### src/rtl/strap_seq_pkg.sv
package strap_seq_pkg;

  typedef enum logic [2:0] {
    SQ_OFF    = 3'd0,
    SQ_WAIT   = 3'd1,
    SQ_DELAY  = 3'd2,
    SQ_SETTLE = 3'd3,
    SQ_RUN    = 3'd4
  } seq_state_t;

  localparam logic [1:0] FSB_LOW = 2'b00;
  localparam logic [1:0] FSB_MID = 2'b01;

  function automatic logic fsb_is_mid(input logic [1:0] code);
    return code == FSB_MID;
  endfunction

  function automatic logic fsb_is_high(input logic [1:0] code);
    return code[1];
  endfunction

  function automatic logic [1:0] strap_code(input logic fsa, input logic [1:0] fsb);
    return {fsb_is_high(fsb), fsa};
  endfunction

endpackage

### src/rtl/pwrgd_sync.sv
module pwrgd_sync (
  input  logic clk,
  input  logic rst_n,
  input  logic raw_n,
  output logic strobe_low
);
  logic meta_q, sync_q, held_q;

  always_ff @(posedge clk or negedge rst_n) begin
    if (!rst_n) begin
      meta_q <= 1'b1;
      sync_q <= 1'b1;
      held_q <= 1'b1;
    end else begin
      meta_q <= raw_n;
      sync_q <= meta_q;
      held_q <= sync_q;
    end
  end

  assign strobe_low = ~sync_q & ~held_q;

  // qualification needs two consecutive low samples of the raw strobe
  p_two_low_r2: assert property (@(posedge clk) disable iff (!rst_n)
    strobe_low |-> ($past(raw_n, 2) == 1'b0 && $past(raw_n, 3) == 1'b0));

endmodule

### src/rtl/tick_timer.sv
module tick_timer #(
  parameter int CNT_W = 11
) (
  input  logic             clk,
  input  logic             rst_n,
  input  logic             clr,
  input  logic             tick,
  output logic [CNT_W-1:0] cnt
);
  localparam logic [CNT_W-1:0] CNT_TOP = '1;

  always_ff @(posedge clk or negedge rst_n) begin
    if (!rst_n)                       cnt <= '0;
    else if (clr)                     cnt <= '0;
    else if (tick && cnt != CNT_TOP)  cnt <= cnt + 1'b1;
  end

endmodule

### src/rtl/strap_pwrup_seq.sv
module strap_pwrup_seq
  import strap_seq_pkg::*;
#(
  parameter int DLY_TICKS  = 250,
  parameter int STAB_TICKS = 1800
) (
  input  logic       clk,
  input  logic       rst_n,
  input  logic       supply_ok,
  input  logic       pwrgd_n,
  input  logic       fs_a,
  input  logic [1:0] fs_b,
  input  logic       tick,
  output logic [1:0] freq_code,
  output logic       test_mode,
  output logic       test_hiz,
  output logic       out_en
);
  localparam int MAX_TICKS = (DLY_TICKS > STAB_TICKS) ? DLY_TICKS : STAB_TICKS;
  localparam int CNT_W     = $clog2(MAX_TICKS + 2);
  localparam logic [CNT_W-1:0] DLY_L  = CNT_W'(DLY_TICKS);
  localparam logic [CNT_W-1:0] STAB_L = CNT_W'(STAB_TICKS);

  seq_state_t       state_q, state_d;
  logic [CNT_W-1:0] cnt;
  logic             strobe_low, phase_change, dly_done, stab_done;
  logic             take_strobe, capture;
  logic             test_q;
  logic [1:0]       freq_q;

  pwrgd_sync u_sync (
    .clk        (clk),
    .rst_n      (rst_n),
    .raw_n      (pwrgd_n),
    .strobe_low (strobe_low)
  );

  tick_timer #(.CNT_W(CNT_W)) u_timer (
    .clk   (clk),
    .rst_n (rst_n),
    .clr   (phase_change),
    .tick  (tick),
    .cnt   (cnt)
  );

  assign dly_done     = (cnt == DLY_L);
  assign stab_done    = (cnt == STAB_L);
  assign phase_change = (state_d != state_q);
  assign take_strobe  = supply_ok && state_q == SQ_WAIT && strobe_low;
  assign capture      = supply_ok && state_q == SQ_DELAY && dly_done;

  always_comb begin
    state_d = state_q;
    if (!supply_ok) begin
      state_d = SQ_OFF;
    end else begin
      case (state_q)
        SQ_OFF:    state_d = SQ_WAIT;
        SQ_WAIT:   if (strobe_low) state_d = SQ_DELAY;
        SQ_DELAY:  if (dly_done)   state_d = SQ_SETTLE;
        SQ_SETTLE: if (stab_done)  state_d = SQ_RUN;
        SQ_RUN:    state_d = SQ_RUN;
        default:   state_d = SQ_OFF;
      endcase
    end
  end

  always_ff @(posedge clk or negedge rst_n) begin
    if (!rst_n) begin
      state_q <= SQ_OFF;
      test_q  <= 1'b0;
      freq_q  <= 2'b00;
    end else begin
      state_q <= state_d;
      if (!supply_ok || state_q == SQ_OFF) begin
        test_q <= 1'b0;
        freq_q <= 2'b00;
      end else begin
        if (take_strobe && fsb_is_mid(fs_b)) test_q <= 1'b1;
        if (capture && !test_q)              freq_q <= strap_code(fs_a, fs_b);
      end
    end
  end

  assign freq_code = freq_q;
  assign test_mode = test_q;
  assign test_hiz  = test_q & fs_a;
  assign out_en    = (state_q == SQ_RUN);

  // a supply drop clears everything on the next edge
  p_supply_drop_r9: assert property (@(posedge clk) disable iff (!rst_n)
    !supply_ok |=> (!out_en && !test_mode && freq_code == 2'b00));

  // test mode is sticky while the supply holds
  p_test_sticky_r7: assert property (@(posedge clk) disable iff (!rst_n)
    (test_mode && supply_ok) |=> test_mode);

  // no strap code is captured in test mode
  p_test_nocode_r7: assert property (@(posedge clk) disable iff (!rst_n)
    test_mode |-> freq_code == 2'b00);

  // once captured, the code holds while the supply holds
  p_freq_hold_r6: assert property (@(posedge clk) disable iff (!rst_n)
    ((state_q == SQ_SETTLE || state_q == SQ_RUN) && supply_ok) |=> $stable(freq_code));

  // enable rises only at the end of the stabilisation wait
  p_en_after_settle_r4: assert property (@(posedge clk) disable iff (!rst_n)
    $rose(out_en) |-> ($past(state_q) == SQ_SETTLE && $past(stab_done)));

  // enable stays high while the supply holds
  p_en_hold_r10: assert property (@(posedge clk) disable iff (!rst_n)
    (out_en && supply_ok) |=> out_en);

endmodule

### config.mk
export PLATFORM = sky130hd
export DESIGN_NAME = strap_pwrup_seq
export DESIGN_NICKNAME = d
export VERILOG_FILES = /design/src/rtl/strap_seq_pkg.sv /design/src/rtl/pwrgd_sync.sv /design/src/rtl/tick_timer.sv /design/src/rtl/strap_pwrup_seq.sv
export SDC_FILE = /design/constraint.sdc
export NUM_CORES = 1
export LEC_CHECK = 0
export BUFFER_PORTS_ARGS = -buffer_cell sky130_fd_sc_hd__buf_2
export CORE_MARGIN = 1
export CORE_UTILIZATION = 30
export DETAILED_ROUTE_END_ITERATION = 12
export PLACE_DENSITY = 0.52
export SYNTH_ARGS = -nofsm -noshare
export SYNTH_HDL_FRONTEND = slang
export SYNTH_SLANG_ARGS = --single-unit
### constraint.sdc
create_clock -name clk -period 1.9 [get_ports clk]
set_clock_uncertainty 0.1 [all_clocks]
set_input_delay 0.57 -clock clk [delete_from_list [all_inputs] [get_ports clk]]
set_output_delay 0.57 -clock clk [all_outputs]
set_load 0.05 [all_outputs]
### Yosys cells after proc, flatten, opt, wreduce, memory -nomap -nowiden

Index checks and enable logic that the tools add are counted.

| cells by class | value |
|---|---|
| equal/unequal tests | 9 |
| reductions and logical operators | 14 |
| bitwise gates (word level) | 4 |
| $add $sub $neg | 1 |
| muxes and demuxes | 11 |

Operator list:

| operator | number |
|---|---|
| two-way mux 11 bit | 2 |
| case mux 3 bit (5 select lines) | 1 |
| two-way mux 3 bit | 4 |
| adder 11 x 1 -> 11 bit (second input constant) | 1 |
| == test 11 bit (second input constant) | 1 |
| == test 11 x 8 -> 1 bit (second input constant) | 1 |
| != test 11 bit (second input constant) | 1 |
| logical AND 1 bit | 7 |
| == test 3 x 2 -> 1 bit (second input constant) | 2 |
| nonzero test 2 bit | 3 |
| two-way mux 2 bit | 2 |
| == test 3 x 1 -> 1 bit (second input constant) | 1 |
| == test 3 bit (second input constant) | 1 |
| zero test 3 bit | 1 |
| != test 3 bit | 1 |
| AND 1 bit | 2 |
| == test 2 x 1 -> 1 bit (second input constant) | 1 |
| zero test 1 bit | 2 |
| two-way mux 1 bit | 2 |
| inverter 1 bit | 2 |
| logical OR 1 bit | 1 |

| word-level totals | value |
|---|---|
| output and inout port bits | 5 |
| bits of input ports | 8 |
| bits in registers | 20 |

### Logic depth before layout (Yosys ltp)

| logic depth | value |
|---|---|
| depth in word-level cells | 7 |
| mapped depth | 7 |
| depth with buffers taken out | 6 |

### Cells and area by module

From an unflattened synthesis, not the netlist that was laid out.

| second synthesis, totals | value |
|---|---|
| cell total of the unflattened synthesis | 108 |
| area, all modules | 1119.8 µm² |

Modules (own cells, without submodules):

| module | instances | area an instance (µm²) | cells an instance |
|---|---|---|---|
| tick_timer | 1 | 618.1 | 58 |
| strap_pwrup_seq | 1 | 419.2 | 46 |
| pwrgd_sync | 1 | 82.6 | 4 |

### Least setup slack after synthesis

No wires, ideal clock.

| timing | value |
|---|---|
| kind | reg2out |
| start point | reg state_q[0] |
| end point | out out_en |
| data arrival time | 1716 ps |
| buffers on the path | 1 |
| cell stages (with the launch flop) | 3 |
| data required time | 1230 ps |
| setup slack | -486 ps |
| cell sequence | dfrtp_1 > buf_4 > nor3b_1 |

| between the ends | value |
|---|---|
| word-level cells in the longest chain between the ends | 1 |

Ends and longest elaborated chain:

| element | RTL line | source |
|---|---|---|
| from (decl) | strap_pwrup_seq.sv:24 | `seq_state_t state_q, state_d;` |
| from (signal assigned) | strap_pwrup_seq.sv:74 | `state_q <= state_d;` |
| == test 3 bit | strap_pwrup_seq.sv:88 | `assign out_en = (state_q == SQ_RUN);` |
| to (decl) | strap_pwrup_seq.sv:17 | `output logic out_en` |

No other way between the ends.

### Final worst setup path

| timing | value |
|---|---|
| start point | reg state_q[1] |
| end point | out out_en |

The elaborated chain is that of the path after synthesis.

==> impl_results.md <==
* First-pass GRT wire length at 4840 µm
* GRT Overall Usage at 14.2%
* Final wirelength at 2880 µm
* Clock transition at path regs at 80 ps
* Main synth FF type: dfrtp_1
* Final non-filler cell total at 196
* Critical Path Sink Type: output port
* Outcome: complete, no violations
* Synth unique cells at 48
* Proportion of layout cells with a drive suffix above 1 at 42.5%
* Syn. warnings at 0
* Fin crit share at 96.7%
* Level count of the clock H-tree at 1
* Sequential area share after synthesis at 39.6%
* R2R depth at 5
* Post-CTS Hold Buffers at 0
* Die width at 67.2 µm
* Initial Util at 31.6%
* Final hold violation count at 0
* DR iter-0 viols at 37
* FMAX at 0.544 GHz
* Crit path time final at 1840 ps
* Synth Register Bits at 20
* Port Buffers at 12
* Vias in the first global route at 1015
* Core footprint at 4030 µm²
* CTS tree: done
* Worst endpoint data arrival time at 1170 ps
* Total gr overflow at 0
* Clock Latency Late Sink at 250 ps
* Setup tns final at 0 ps
* Vias per cell at 5.23
* Top Ports at 13
* MaxCap Viol Count at 0
* Core Rows at 23
* Tightest Pin Transition at 455 ps
* Async set or reset register ratio after synthesis at 100%
* Final antenna-violating net count at 0
* Max Slew Vio Count at 0
* Hold Crit Class: primary input to async pin
* Final setup violation count at 0
* DR WL/cell at 14.7 µm
* Synth Cell Area at 1270 µm²
* Ant. Diodes at 0
* Via count at 1026
* Pre-CTS setup slack at -16.4 ps
* Nets at 158
* Final setup margin at 63.3 ps
* Max VDD drop at 0.235 mV
* Synth area leaders: dfrtp_1 33%, dfstp_2 6.2%, nor3_1 4.3%
* Largest net degree at the start of global routing at 21
* Crit Path Class: flop to output port
* Leak at 0.684 nW
* Clock Sinks at 20
* PwrDens at 610 nW/µm²
* Synth Instances at 116
* CTS Buf Count at 3
* Die Y at 67.2 µm
* Crit path max fanout at 7
* Die area at 4510 µm²
* Fill cells at 410
* Crit path required time at 1230 ps
* Syn_nets at 127
* Worst slew margin at 69.6%
* Final HPWL DP at 2110 µm
* Post-synth EDFFs at 0
* Dpl cells at 190
* Max clock buf depth at 2
* Synthesis-to-finish area growth at 27.3%
* Gpl congestion at 0.911
* DRC viols at 0
* Crit path launch type: flop
* Synth top area share at 33.4%
* Clk root buf: clkbuf_8
* Mapped Avg Cell Area at 11.0 µm²
* Initial antenna violation count at 0
* DRT Pass-1 Iters at 4
* Leading area contributor after synthesis: dfrtp_1
[Yosys cell counts (2+ instances only)]
cell type  count
dfrtp_1       17
nor3_1        11
nor2_1         7
nand2_1        5
a211oi_1       4
inv_1          4
a31oi_1        3
and3_1         3
dfstp_2        3
ha_1           3
nand4_1        3
nor4b_1        3
o21ai_0        3
xnor2_1        3
a21boi_0       2
and4_1         2
buf_4          2
mux2i_1        2
nand3_1        2
nand3b_1       2
nor3b_1        2
nor4_4         2
nor4bb_1       2
o211ai_1       2
[cell families (layout without fill, tap and decap cells)]
family / Yosys count / count (layout) / synth area share (%)
xor+xnor: 4 / 4 / 2.75
buf+inv: 10 / 40 / 5.50
simple gates: 52 / 52 / 28.9
compound gates: 24 / 24 / 17.9
mux: 2 / 2 / 1.57
fa+ha+maj: 4 / 4 / 3.83
flops: 20 / 20 / 39.6
[flip-flops by register name (all words and copies together), names as in the netlist]
| name | flops |
|---|---|
| u_timer.cnt | 11 |
| state_q | 3 |
| freq_code | 2 |
| test_mode | 1 |
| u_sync.held_q | 1 |
| u_sync.meta_q | 1 |
| u_sync.sync_q | 1 |
[report_power, final]
| part | internal [mW] | switching, mW | leakage (nW) |
|---|---|---|---|
| clock | 0.184 | 0.141 | 0.0288 |
| sequential | 0.446 | 0.0206 | 0.264 |
| combinational | 0.0988 | 0.0998 | 0.392 |
[final timing paths]
check	start	to	slack (ps)
max in group asynchronous	rst_n	u_sync.held_q$_DFF_PN1_	1200
min in group clk	u_sync.meta_q$_DFF_PN1_	u_sync.sync_q$_DFF_PN1_	260
worst max-delay path	state_q[1]$_DFF_PN0_	out_en	60
worst min register to register	u_sync.meta_q$_DFF_PN1_	u_sync.sync_q$_DFF_PN1_	260
worst min-delay path	rst_n	u_timer.cnt[0]$_DFFE_PN0P_	150
worst max register to register	u_timer.cnt[2]$_DFFE_PN0P_	u_timer.cnt[7]$_DFFE_PN0P_	110
[cells in the final DEF, fill, tap and decap left out, types with 3 or more instances in the layout]
cell type / Yosys / routed
nor3_2: 1 / 5
a31oi_1: 3 / 3
ha_1: 3 / 3
buf_2: 1 / 11
inv_1: 4 / 4
nand4_1: 3 / 3
nand2_1: 5 / 5
buf_4: 2 / 19
dfstp_2: 3 / 3
dfrtp_1: 17 / 16
nor2_1: 7 / 7
a211oi_1: 4 / 4
nor3_1: 11 / 7
xnor2_1: 3 / 3
clkbuf_8: 0 / 4
[area by class of cell]
| cell class | count | area, µm² | share of cell area (%) |
|---|---|---|---|
| Clock buffer | 4 | 55.1 | 3.40 |
| Inverter | 5 | 18.8 | 1.16 |
| Multi-Input combinational cell | 86 | 771 | 47.5 |
| Sequential cell | 20 | 505 | 31.2 |
| Tap cell | 50 | 62.6 | 3.86 |
| Timing Repair Buffer | 31 | 209 | 12.9 |
[worst max-delay path: stages, from the launching register on]
cell     delay [ps]
dfrtp_1         470
nor3b_2         220
buf_4           230
[per-layer routing]
| layer | global-route usage (%) | vias to the layer above | part of all wire (%) |
|---|---|---|---|
| li1 | - | 510 | - |
| met1 | 18.3 | 502 | 45 |
| met2 | 24.5 | 14 | 53 |
| met3 | 2.03 | 0 | 2.2 |
| met4 | 3.99 | 0 | 0 |
| met5 | 0 | - | 0 |
[timing repair]
item	in CTS	in global routing
hold endpoints to repair	0	0
setup buffers	0	1
resized for setup	0	20
endpoints found under the setup margin	0	15
[per-stage QoR]
stage / hold slack [ps] / power, mW / util (%) / instance area, µm²
after floorplan: 174 / 0.581 / - / 1280
after global placement: 248 / 0.643 / 36.7 / 1480
after detailed placement: 249 / 0.646 / 36.7 / 1480
after CTS: 175 / 0.974 / 38.0 / 1530
after global routing: 190 / 1.04 / 40.2 / 1620
final: 153 / 0.990 / 40.2 / 1620
Note: power is estimated with default switching activity, not from simulation.
